**config.mk**
```make
export PLATFORM = sky130hd
export DESIGN_NAME = doorbell_unit
export DESIGN_NICKNAME = d
export VERILOG_FILES = /design/src/rtl/dbell_pkg.sv /design/src/rtl/dbell_trig_dec.sv /design/src/rtl/dbell_bank.sv /design/src/rtl/doorbell_unit.sv
export SDC_FILE = /design/constraint.sdc
export NUM_CORES = 1
export LEC_CHECK = 0
export BUFFER_PORTS_ARGS = -buffer_cell sky130_fd_sc_hd__buf_4
export CORE_MARGIN = 3
export CORE_UTILIZATION = 50
export CTS_BUF_LIST = sky130_fd_sc_hd__clkbuf_4 sky130_fd_sc_hd__clkbuf_8
export CTS_CLUSTER_DIAMETER = 50
export DETAILED_ROUTE_END_ITERATION = 10
export PLACE_DENSITY_LB_ADDON = 0.2
export SLEW_MARGIN = 15
export SYNTH_ARGS = -nofsm -noshare
export SYNTH_HDL_FRONTEND = slang
export SYNTH_SLANG_ARGS = --single-unit
```
**constraint.sdc**
```tcl
create_clock -name clk_i -period 1.4 [get_ports clk_i]
set_input_delay 0.28 -clock clk_i [delete_from_list [all_inputs] [get_ports clk_i]]
set_output_delay 0.28 -clock clk_i [all_outputs]
set_load 0.02 [all_outputs]
```
**src/rtl/dbell_pkg.sv**
```systemverilog
package dbell_pkg;
  parameter logic [7:0]  TRIG_OFFS  = 8'h04;
  parameter logic [7:0]  CAUSE_OFFS = 8'h08;
  parameter logic [7:0]  MASK_OFFS  = 8'h0C;
  parameter int          TGT_LSB    = 8;
  parameter logic [31:0] IPI_RANGE  = 32'h0000_00FF;
  parameter logic [31:0] MSI_RANGE  = 32'hFFFF_0000;
endpackage

```
**src/rtl/dbell_trig_dec.sv**
```systemverilog
module dbell_trig_dec #(
  parameter int NCPU = 4,
  parameter int DB_W = 32,
  localparam int NUM_W = $clog2(DB_W)
) (
  input  logic                  valid_i,
  input  logic [NUM_W-1:0]      num_i,
  input  logic [NCPU-1:0]       tgt_i,
  output logic [NCPU-1:0][DB_W-1:0] set_o
);
  logic [DB_W-1:0] onehot;

  always_comb begin
    onehot = '0;
    onehot[num_i] = 1'b1;
  end

  for (genvar c = 0; c < NCPU; c++) begin : g_cpu
    assign set_o[c] = (valid_i && tgt_i[c]) ? onehot : '0;
  end
endmodule

```
**src/rtl/dbell_bank.sv**
```systemverilog
module dbell_bank #(
  parameter int              DB_W      = 32,
  parameter logic [DB_W-1:0] IPI_RANGE = '0,
  parameter logic [DB_W-1:0] MSI_RANGE = '0
) (
  input  logic            clk_i,
  input  logic            rst_ni,
  input  logic [DB_W-1:0] set_i,
  input  logic            clr_en_i,
  input  logic [DB_W-1:0] clr_data_i,
  input  logic            mask_we_i,
  input  logic [DB_W-1:0] mask_data_i,
  output logic [DB_W-1:0] cause_o,
  output logic [DB_W-1:0] mask_o,
  output logic            ipi_o,
  output logic            msi_o
);
  logic [DB_W-1:0] cause_q, mask_q, cause_d, active;

  always_comb begin
    cause_d = clr_en_i ? (cause_q & clr_data_i) : cause_q;
    cause_d = cause_d | set_i;  // set beats clear
  end

  always_ff @(posedge clk_i or negedge rst_ni) begin
    if (!rst_ni) begin
      cause_q <= '0;
      mask_q  <= '0;
    end else begin
      cause_q <= cause_d;
      if (mask_we_i) mask_q <= mask_data_i;
    end
  end

  assign active  = cause_q & mask_q;
  assign ipi_o   = |(active & IPI_RANGE);
  assign msi_o   = |(active & MSI_RANGE);
  assign cause_o = cause_q;
  assign mask_o  = mask_q;

  assert_set_lands_R2: assert property (@(posedge clk_i) disable iff (!rst_ni)
    (set_i != '0) |=> ((cause_q & $past(set_i)) == $past(set_i)));

  assert_clear_only_R5: assert property (@(posedge clk_i) disable iff (!rst_ni)
    clr_en_i |=> ((cause_q & ~($past(clr_data_i) | $past(set_i))) == '0));

  assert_idle_hold_R3: assert property (@(posedge clk_i) disable iff (!rst_ni)
    (!clr_en_i && set_i == '0) |=> $stable(cause_q));

  assert_mask_load_R6: assert property (@(posedge clk_i) disable iff (!rst_ni)
    mask_we_i |=> (mask_q == $past(mask_data_i)));

  assert_mask_hold_R6: assert property (@(posedge clk_i) disable iff (!rst_ni)
    !mask_we_i |=> $stable(mask_q));
endmodule

```
**src/rtl/doorbell_unit.sv**
```systemverilog
module doorbell_unit #(
  parameter int NCPU   = 4,
  parameter int DB_W   = 32,
  parameter int ADDR_W = 8,
  localparam int CPU_W = $clog2(NCPU),
  localparam int NUM_W = $clog2(DB_W)
) (
  input  logic              clk_i,
  input  logic              rst_ni,
  input  logic              wr_en_i,
  input  logic              rd_en_i,
  input  logic [ADDR_W-1:0] addr_i,
  input  logic [CPU_W-1:0]  cpu_i,
  input  logic [DB_W-1:0]   wdata_i,
  input  logic              msi_valid_i,
  input  logic [DB_W-1:0]   msi_data_i,
  output logic [DB_W-1:0]   rdata_o,
  output logic [NCPU-1:0]   ipi_irq_o,
  output logic [NCPU-1:0]   msi_irq_o
);
  import dbell_pkg::*;

  localparam int TGT_HI = TGT_LSB + NCPU;

  logic sw_trig, cause_hit, mask_hit;
  logic [NCPU-1:0][DB_W-1:0] sw_set, msi_set, cause, mask;
  logic [DB_W-1:0] rdata_q;
  logic unused_bits;

  assign sw_trig   = wr_en_i && (addr_i == ADDR_W'(TRIG_OFFS));
  assign cause_hit = (addr_i == ADDR_W'(CAUSE_OFFS));
  assign mask_hit  = (addr_i == ADDR_W'(MASK_OFFS));

  assign unused_bits = ^{msi_data_i[DB_W-1:TGT_HI], msi_data_i[TGT_LSB-1:NUM_W]};

  dbell_trig_dec #(.NCPU(NCPU), .DB_W(DB_W)) u_sw_dec (
    .valid_i (sw_trig),
    .num_i   (wdata_i[NUM_W-1:0]),
    .tgt_i   (wdata_i[TGT_HI-1:TGT_LSB]),
    .set_o   (sw_set)
  );

  dbell_trig_dec #(.NCPU(NCPU), .DB_W(DB_W)) u_msi_dec (
    .valid_i (msi_valid_i),
    .num_i   (msi_data_i[NUM_W-1:0]),
    .tgt_i   (msi_data_i[TGT_HI-1:TGT_LSB]),
    .set_o   (msi_set)
  );

  for (genvar c = 0; c < NCPU; c++) begin : g_bank
    logic own;
    assign own = (cpu_i == CPU_W'(c));

    dbell_bank #(
      .DB_W      (DB_W),
      .IPI_RANGE (DB_W'(IPI_RANGE)),
      .MSI_RANGE (DB_W'(MSI_RANGE))
    ) u_bank (
      .clk_i       (clk_i),
      .rst_ni      (rst_ni),
      .set_i       (sw_set[c] | msi_set[c]),
      .clr_en_i    (wr_en_i && cause_hit && own),
      .clr_data_i  (wdata_i),
      .mask_we_i   (wr_en_i && mask_hit && own),
      .mask_data_i (wdata_i),
      .cause_o     (cause[c]),
      .mask_o      (mask[c]),
      .ipi_o       (ipi_irq_o[c]),
      .msi_o       (msi_irq_o[c])
    );
  end

  always_ff @(posedge clk_i or negedge rst_ni) begin
    if (!rst_ni) begin
      rdata_q <= '0;
    end else if (rd_en_i) begin
      if (cause_hit)     rdata_q <= cause[cpu_i];
      else if (mask_hit) rdata_q <= mask[cpu_i];
      else               rdata_q <= '0;
    end
  end

  assign rdata_o = rdata_q;

  assert_rd_other_zero_R10: assert property (@(posedge clk_i) disable iff (!rst_ni)
    (rd_en_i && !cause_hit && !mask_hit) |=> (rdata_o == '0));

  assert_rd_hold_R10: assert property (@(posedge clk_i) disable iff (!rst_ni)
    !rd_en_i |=> $stable(rdata_o));
endmodule

```
==> results_dict.tcl, run 1 <==
set metrics [dict create \
    gp_congestion 0.964 \
    fin_nets 1746 \
    period_minus_slack_ns 2.33 \
    cts_tree "done" \
    maxSlewHeadroom 0.707 \
    syn-cell-area_sq_um 15800 \
    io_buffers 95 \
    ctsHtreeMaxLevel 2 \
    die_h_um 184 \
    design_area_sq_um 21000 \
    fillCellCount 2294 \
    ys_warn_count 0 \
    status "complete, but fails checks" \
    ys_types 43 \
    yosys.area.top_type "dfrtp_1" \
    maxCapViolCount 0 \
    synth_fa_ha_area_frac 0 \
    leakagePower_nw 9.20 \
    ys_ff_latch 288 \
    first_pass_iters 6 \
    path_clk_slew_ns 0.06 \
    drive_above_1_share 0.417 \
    clockRootBuffer "clkbuf_8" \
    core_area_sq_um 30800 \
    synth_nets 1461 \
    grt_pass1_vias 14800 \
    path_max_fanout 2 \
    dieArea_sq_um 33700 \
    initial_utilization 0.511 \
    antenna-diode-count 0 \
    vias 14600 \
    die_x_um 184 \
    cts_buffer_depth 3 \
    yosys.area.top_type_share 0.457 \
    setup.worst_path.class "register to output pin" \
    synth_mux_area_frac 0.183 \
    synth_cells 1382 \
    place_ws_ns -0.561 \
    rsz0062_at_grt "yes" \
    synth_compound_area_frac 0.140 \
    fin_cells 2103 \
    timing.setup.tns_ns -5.96 \
    cts_sinks 288 \
    wl_per_cell_um 27.4 \
    powerDensity_nw_per_um2 1070 \
    hpwl_mm 38.7 \
    antenna_found_initial 1 \
    critPathCaptureType "output pin" \
    overflow 0 \
    placed_cells 1957 \
    synth_top_family_by_area "multiplexers" \
    reg2reg_slack_ns -0.13 \
    critPathLaunchType "register" \
    max_freq_ghz 0.430 \
    hold_class "input port to register" \
    yosys.area_share.simple 0.153 \
    tightest_slew_ns 0.438 \
    seq_area_sq_um 7210 \
    required_ns 1.12 \
    placed_cell_area_sq_um 19100 \
    synth_seq_area_share 0.457 \
    synth_xor_area_frac 0 \
    drtAntennaViolNets 0 \
    grt_max_degree 71 \
    viasPerCell 6.93 \
    rows 64 \
    grt_usage 0.338 \
    drt_iter0_drc 1892 \
    syn2layout_area_growth_pct 33.5 \
    hold_violations 0 \
    synth_area_leaders "dfrtp_1 46%, mux4_2 9.1%, mux2_2 7.1%" \
    fin_crit_sh 1.66 \
    skew_ns 0.0194 \
    peakVddDrop_v 0.000622 \
    detail_route.wirelength_mm 57.7 \
    setup_viol 25 \
    grt_pass1_wl_mm 88.2 \
    failed_checks "setup timing" \
    numCtsBuffers 53 \
    syn_avg_cell_area_sq_um 11.4 \
    num_io_pins 119 \
    setup_ws_ns -0.925 \
    clock_latency_ns 0.59 \
    drv_slew 0 \
    cp.arrival_ns 2.05 \
    drc 0 \
    multi_input_area_sq_um 7880 \
]
per-stage QoR:
step | hold slack [ns] | utilization | total power, mW
floorplan | -0.0156 | - | 11.4
global placement | 0.172 | 0.618 | 13.3
detailed placement | 0.170 | 0.618 | 13.4
CTS | 0.0262 | 0.676 | 22.4
global route | 0.0283 | 0.682 | 23.2
finish | 0.0416 | 0.682 | 22.5
cell usage after synthesis (all sizes together):
| master | n |
|---|---|
| or4 | 1 |
| clkbuf | 81 |
| nand3 | 3 |
| a22oi | 16 |
| a22o | 16 |
| and4 | 7 |
| a41o | 11 |
| nor4b | 1 |
| and2 | 3 |
| nand3b | 6 |
| nor3b | 4 |
| nand2 | 41 |
| or3 | 4 |
| o41ai | 14 |
| a211o | 5 |
| nor4bb | 1 |
| o211ai | 2 |
| and3b | 4 |
| a221o | 98 |
| mux4 | 64 |
| or3b | 6 |
| a41oi | 5 |
| nor3 | 105 |
| dfrtp | 288 |
| nor2b | 38 |
| o221ai | 55 |
| mux2 | 128 |
| inv | 80 |
| nor2 | 35 |
| a221oi | 16 |
| nor4 | 1 |
| or4b | 1 |
| nand2b | 12 |
| and3 | 4 |
| nand4 | 143 |
| or2 | 2 |
| buf | 81 |
layout by cell type (no fill, tap or decap), drive strengths merged, types with 2 or more instances in the layout:
cell type,instances
a22o,16
and3,4
and4,7
nor2b,38
nand2,41
inv,81
a41oi,5
nand3b,6
and3b,4
nand2b,12
or3,4
dlygate4sd3,24
dfrtp,288
a221o,98
nand4,143
bufinv,2
a22oi,16
o221ai,55
mux2,128
o211ai,2
a211o,5
a221oi,16
nor2,35
clkinv,5
clkbuf,87
o41ai,14
a41o,11
nand3,3
mux4,64
or2,2
nor3,105
nor3b,4
and2,3
buf,368
or3b,6
flip-flops by register name, summed over array words and instances, names as in the netlist:
signal                 cells
rdata_o                   32
g_bank.u_bank.cause_o    128
g_bank.u_bank.mask_o     128
layout make-up:
type	instances	area share
multi-input combinational	852	0.375
clock inverter	8	0.00446
tap	396	0.0236
sequential	288	0.343
timing repair buffer	392	0.189
clock buffer	87	0.0513
inverter	80	0.0143
metal layers:
layer	routed length, um	track usage
met1	22500	0.465
met3	6070	0.0708
met5	13	0
met2	26600	0.526
met4	2570	0.137
repair_timing:
item,CTS,global route
setup endpoints to repair,46,58
setup buffers,15,14
endpoints found under the hold margin,371,0
hold buffers,24,0
pin swaps,12,14
gates resized for setup,61,26
where the power goes:
group	leakage, nW	internal [mW]	switching [mW]
combinational	4.80	2.11	1.79
clock	0.629	5.21	3.67
sequential	3.77	9.02	0.687
critical path, stage by stage, from the launching register on:
cell	delay (ns)
dfrtp_1	0.44
a22o_1	0.33
a221oi_2	0.20
buf_4	0.17
nand4_1	0.15
buf_6	0.18
final timing paths:
kind                            cells past startpoint                          end                          from
worst max-delay path                                5                 msi_irq_o[0]  g_bank[0].u_bank.cause_o[30]
worst min-delay path                                2  g_bank[3].u_bank.mask_o[19]                   wdata_i[19]
worst max register to register                      5                  rdata_o[16]  g_bank[3].u_bank.cause_o[16]
worst min register to register                      1   g_bank[2].u_bank.mask_o[8]    g_bank[2].u_bank.mask_o[8]
max in group asynchronous                           3   g_bank[1].u_bank.mask_o[3]                        rst_ni
min in group asynchronous                           2  g_bank[0].u_bank.mask_o[28]                        rst_ni
kinds of logic after synthesis:
family,after synthesis
and+or+nand+nor,422
muxes,192
AOI/OAI and AO/OA,238
DFF,288
buffers and inverters,242
Note: power is estimated with default switching activity, not from simulation.
==> run 2: changes to the inputs <==
CORE_UTILIZATION = 45   (was 50)
==> results_dict.tcl, run 2 (synthesis results as in run 1) <==
set metrics [dict create \
    ctsHtreeMaxLevel 2 \
    grt_pass1_wl_mm 89.0 \
    path_max_fanout 2 \
    skew_ns 0.0498 \
    vias 14400 \
    tightest_slew_ns 0.363 \
    required_ns 1.12 \
    status "complete, but fails checks" \
    overflow 0 \
    fin_crit_sh 1.66 \
    wl_per_cell_um 26.6 \
    maxCapViolCount 0 \
    clock_latency_ns 0.67 \
    initial_utilization 0.463 \
    viasPerCell 6.55 \
    setup_ws_ns -0.917 \
    cts_buffer_depth 3 \
    drtAntennaViolNets 0 \
    rsz0062_at_grt "yes" \
    antenna_found_initial 0 \
    io_buffers 95 \
    core_area_sq_um 34000 \
    multi_input_area_sq_um 7930 \
    final_cell_mix "292 x buf_4, 279 x dfrtp_1, 140 x nand4_1" \
    critPathLaunchType "register" \
    cts_sinks 288 \
    grt_pass1_vias 14600 \
    drv_slew 0 \
    detail_route.wirelength_mm 58.3 \
    seq_area_sq_um 7220 \
    failed_checks "setup timing" \
    p_total_mw 22.0 \
    leakagePower_nw 9.31 \
    hold_violations 0 \
    max_freq_ghz 0.432 \
    syn2layout_area_growth_pct 34.9 \
    powerDensity_nw_per_um2 1040 \
    drt_iter0_drc 1800 \
    numCtsBuffers 53 \
    place_ws_ns -0.566 \
    cp.arrival_ns 2.04 \
    layout_commonest_cell "buf_4" \
    setup.worst_path.class "register to output pin" \
    drive_above_1_share 0.436 \
    fillCellCount 2721 \
    path_clk_slew_ns 0.06 \
    period_minus_slack_ns 2.32 \
    grt_max_degree 63 \
    grt_usage 0.313 \
    gp_congestion 0.917 \
    critPathCaptureType "output pin" \
    rows 67 \
    first_pass_iters 6 \
    hold_class "input port to register" \
    dieArea_sq_um 37300 \
    clockRootBuffer "clkbuf_8" \
    fin_nets 1784 \
    cts_tree "done" \
    peakVddDrop_v 0.000739 \
    antenna-diode-count 0 \
    maxSlewHeadroom 0.756 \
    die_h_um 193 \
    setup_viol 47 \
    die_x_um 193 \
    drc 0 \
    hpwl_mm 39.6 \
    num_io_pins 119 \
]
## run 2: final timing paths
path                            cells past startpoint                          from  slack (ns)                          end
min in group asynchronous                           2                        rst_ni        0.10  g_bank[3].u_bank.mask_o[22]
max in group asynchronous                           3                        rst_ni        0.65   g_bank[2].u_bank.mask_o[6]
worst min register to register                      1   g_bank[1].u_bank.mask_o[11]        0.49  g_bank[1].u_bank.mask_o[11]
worst min-delay path                                2                   wdata_i[11]        0.03  g_bank[1].u_bank.mask_o[11]
worst max register to register                      4  g_bank[3].u_bank.cause_o[19]       -0.11                  rdata_o[19]
worst max-delay path                                5   g_bank[2].u_bank.mask_o[25]       -0.92                 msi_irq_o[2]
## run 2: final cells by class
cell class	count	share of cell area
Clock inverter	13	0.00382
Clock buffer	81	0.0471
Sequential cell	288	0.339
Inverter	80	0.0141
Timing Repair Buffer	430	0.196
Tap cell	448	0.0264
Multi-Input combinational cell	852	0.373
## run 2: routing by layer
| metal | global-route usage | vias up | wire, um |
|---|---|---|---|
| met5 | 0 | - | 0 |
| met4 | 0.117 | 0 | 2090 |
| met1 | 0.427 | 7282 | 23700 |
| met3 | 0.0843 | 169 | 5500 |
| met2 | 0.483 | 818 | 27000 |
| li1 | - | 6098 | - |
## run 2: repair_timing
action / CTS / global route
hold buffers: 27 / 0
pin swaps: 19 / 11
setup endpoints to repair: 47 / 58
hold endpoints to repair: 395 / 0
resized for setup: 73 / 31
buffers inserted: 28 / 13
## run 2: critical path, cell delays in order, from the launching register on
cell	delay, ns
dfrtp_1	0.38
a22o_1	0.28
a221oi_2	0.20
buf_4	0.18
nand4_1	0.17
buf_6	0.20
## run 2: where the power goes
| group | switching (mW) | total (mW) | internal, mW |
|---|---|---|---|
| clock | 3.79 | 8.36 | 4.57 |
| combinational | 1.82 | 4.01 | 2.19 |
| sequential | 0.657 | 9.68 | 9.02 |
| total | 6.27 | 22.0 | 15.8 |
## run 2: stage by stage
step / util / setup TNS, ns / hold slack, ns / cells / instance area, sq um
5_1_grt: 0.625 / -9.39 / 0.0390 / 2192 / 21300
2_1_floorplan: - / -34.93 / -0.0156 / 1382 / 16300
4_1_cts: 0.619 / -8.58 / 0.00489 / 2183 / 21100
6_report: 0.625 / -7.71 / 0.0337 / 2192 / 21300
3_3_place_gp: 0.565 / -94.78 / 0.155 / 2037 / 19200
3_5_place_dp: 0.565 / -103.40 / 0.154 / 2037 / 19200
==> run 3: changes to the inputs <==
SKIP_LAST_GASP = 1   (was unset)
==> results_dict.tcl, run 3 (synthesis results as in run 1) <==
set metrics [dict create \
    fin_crit_sh 1.67 \
    critPathLaunchType "register" \
    leakagePower_nw 9.31 \
    die_h_um 193 \
    dieArea_sq_um 37300 \
    grt_usage 0.313 \
    wl_per_cell_um 26.5 \
    grt_pass1_wl_mm 89.0 \
    cp.arrival_ns 2.05 \
    clockRootBuffer "clkbuf_8" \
    hold_violations 0 \
    powerDensity_nw_per_um2 1040 \
    clock_latency_ns 0.66 \
    setup_ws_ns -0.934 \
    num_io_pins 119 \
    ctsHtreeMaxLevel 2 \
    drtAntennaViolNets 0 \
    io_buffers 95 \
    die_x_um 193 \
    p_total_mw 22.0 \
    required_ns 1.12 \
    critPathCaptureType "output pin" \
    switchingPower_mw 6.25 \
    viasPerCell 6.58 \
    gp_congestion 0.917 \
    placed_cell_area_sq_um 19200 \
    cts_tree "done" \
    place_ws_ns -0.566 \
    timing.setup.tns_ns -7.50 \
    rsz0062_at_grt "yes" \
    core_area_sq_um 34000 \
    path_max_fanout 2 \
    fillCellCount 2722 \
    peakVddDrop_v 0.000741 \
    detail_route.wirelength_mm 58.1 \
    final_cell_mix "294 x buf_4, 279 x dfrtp_1, 140 x nand4_1" \
    cts_buffer_depth 3 \
    max_freq_ghz 0.429 \
    hold_start "wdata_i[11]" \
    first_pass_iters 7 \
    hpwl_mm 39.6 \
    maxSlewHeadroom 0.751 \
    p_comb_frac 0.182 \
    fin_nets 1784 \
    design_area_sq_um 21200 \
    switching_share 0.284 \
    grt_max_degree 63 \
    r2r_cells 4 \
    drv_slew 0 \
    clkPwrFrac 0.379 \
    layout_commonest_cell "buf_4" \
    tightest_slew_ns 0.370 \
    p_int_mw 15.8 \
    maxCapViolCount 0 \
    p_seq_frac 0.440 \
    path_clk_slew_ns 0.06 \
    whs_path_depth 2 \
    vias 14400 \
    placed_cells 2037 \
    rows 67 \
    r2r-start "g_bank[3].u_bank.cause_o[19]" \
    antenna_found_initial 0 \
    setup.worst_path.class "register to output pin" \
    period_minus_slack_ns 2.33 \
    drc 0 \
    initial_utilization 0.463 \
    failed_checks "setup timing" \
    overflow 0 \
    antenna-diode-count 0 \
    drt_iter0_drc 1764 \
    status "complete, but fails checks" \
    setup_viol 47 \
    numCtsBuffers 53 \
    skew_ns 0.0468 \
    syn2layout_area_growth_pct 34.7 \
    hold_class "input port to register" \
    worstSetupStartpoint "g_bank[2].u_bank.mask_o[25]" \
    fin_cells 2192 \
    drive_above_1_share 0.433 \
    grt_pass1_vias 14600 \
    cts_sinks 288 \
]
## run 3: per-layer routing
layer,track usage,share of wire
met5,0,0
met4,0.117,0.034
met3,0.0844,0.10
met2,0.482,0.46
met1,0.427,0.40
## run 3: power by group through the flow
stage          Combinational, mW  Clock (mW)  Sequential (mW)
3_5_place_dp                3.68           0             9.75
6_report                    4.00        8.34             9.68
3_3_place_gp                3.61           0             9.73
4_1_cts                     3.88        8.45             9.64
2_1_floorplan               1.85           0             9.51
5_1_grt                     4.21        8.85             9.72
## run 3: path summary, 6_finish.rpt
path / slack (ns) / endpoint
worst max-delay path: -0.93 / msi_irq_o[2]
worst min-delay path: 0.04 / g_bank[1].u_bank.mask_o[11]
worst max register to register: -0.13 / rdata_o[19]
worst min register to register: 0.49 / g_bank[1].u_bank.mask_o[11]
max in group asynchronous: 0.65 / g_bank[2].u_bank.mask_o[6]
min in group asynchronous: 0.10 / g_bank[3].u_bank.mask_o[22]
## run 3: what timing repair did
action,in CTS,in global routing
setup endpoints to repair,47,58
setup buffers,28,13
gates resized for setup,68,29
pin swaps,19,11
endpoints found under the hold margin,395,0
hold buffers,27,0
## run 3: critical path, stage by stage (launching register included)
cell and delay, ns:
dfrtp_1 0.38, a22o_1 0.28, a221oi_2 0.20, buf_4 0.18, nand4_1 0.17, buf_6 0.20
## run 3: cell type report
type | instances | area, sq um | area share
Clock buffer | 81 | 1000 | 0.0472
Clock inverter | 13 | 81.3 | 0.00383
Inverter | 80 | 300 | 0.0141
Multi-Input combinational cell | 852 | 7910 | 0.372
Sequential cell | 288 | 7220 | 0.340
Tap cell | 448 | 561 | 0.0264
Timing Repair Buffer | 430 | 4160 | 0.196
## run 3: through the flow
step	utilization	hold slack, ns
floorplan	-	-0.0156
global placement	0.565	0.155
detailed placement	0.565	0.154
CTS	0.618	0.00489
global route	0.624	0.0390
finish	0.624	0.0373
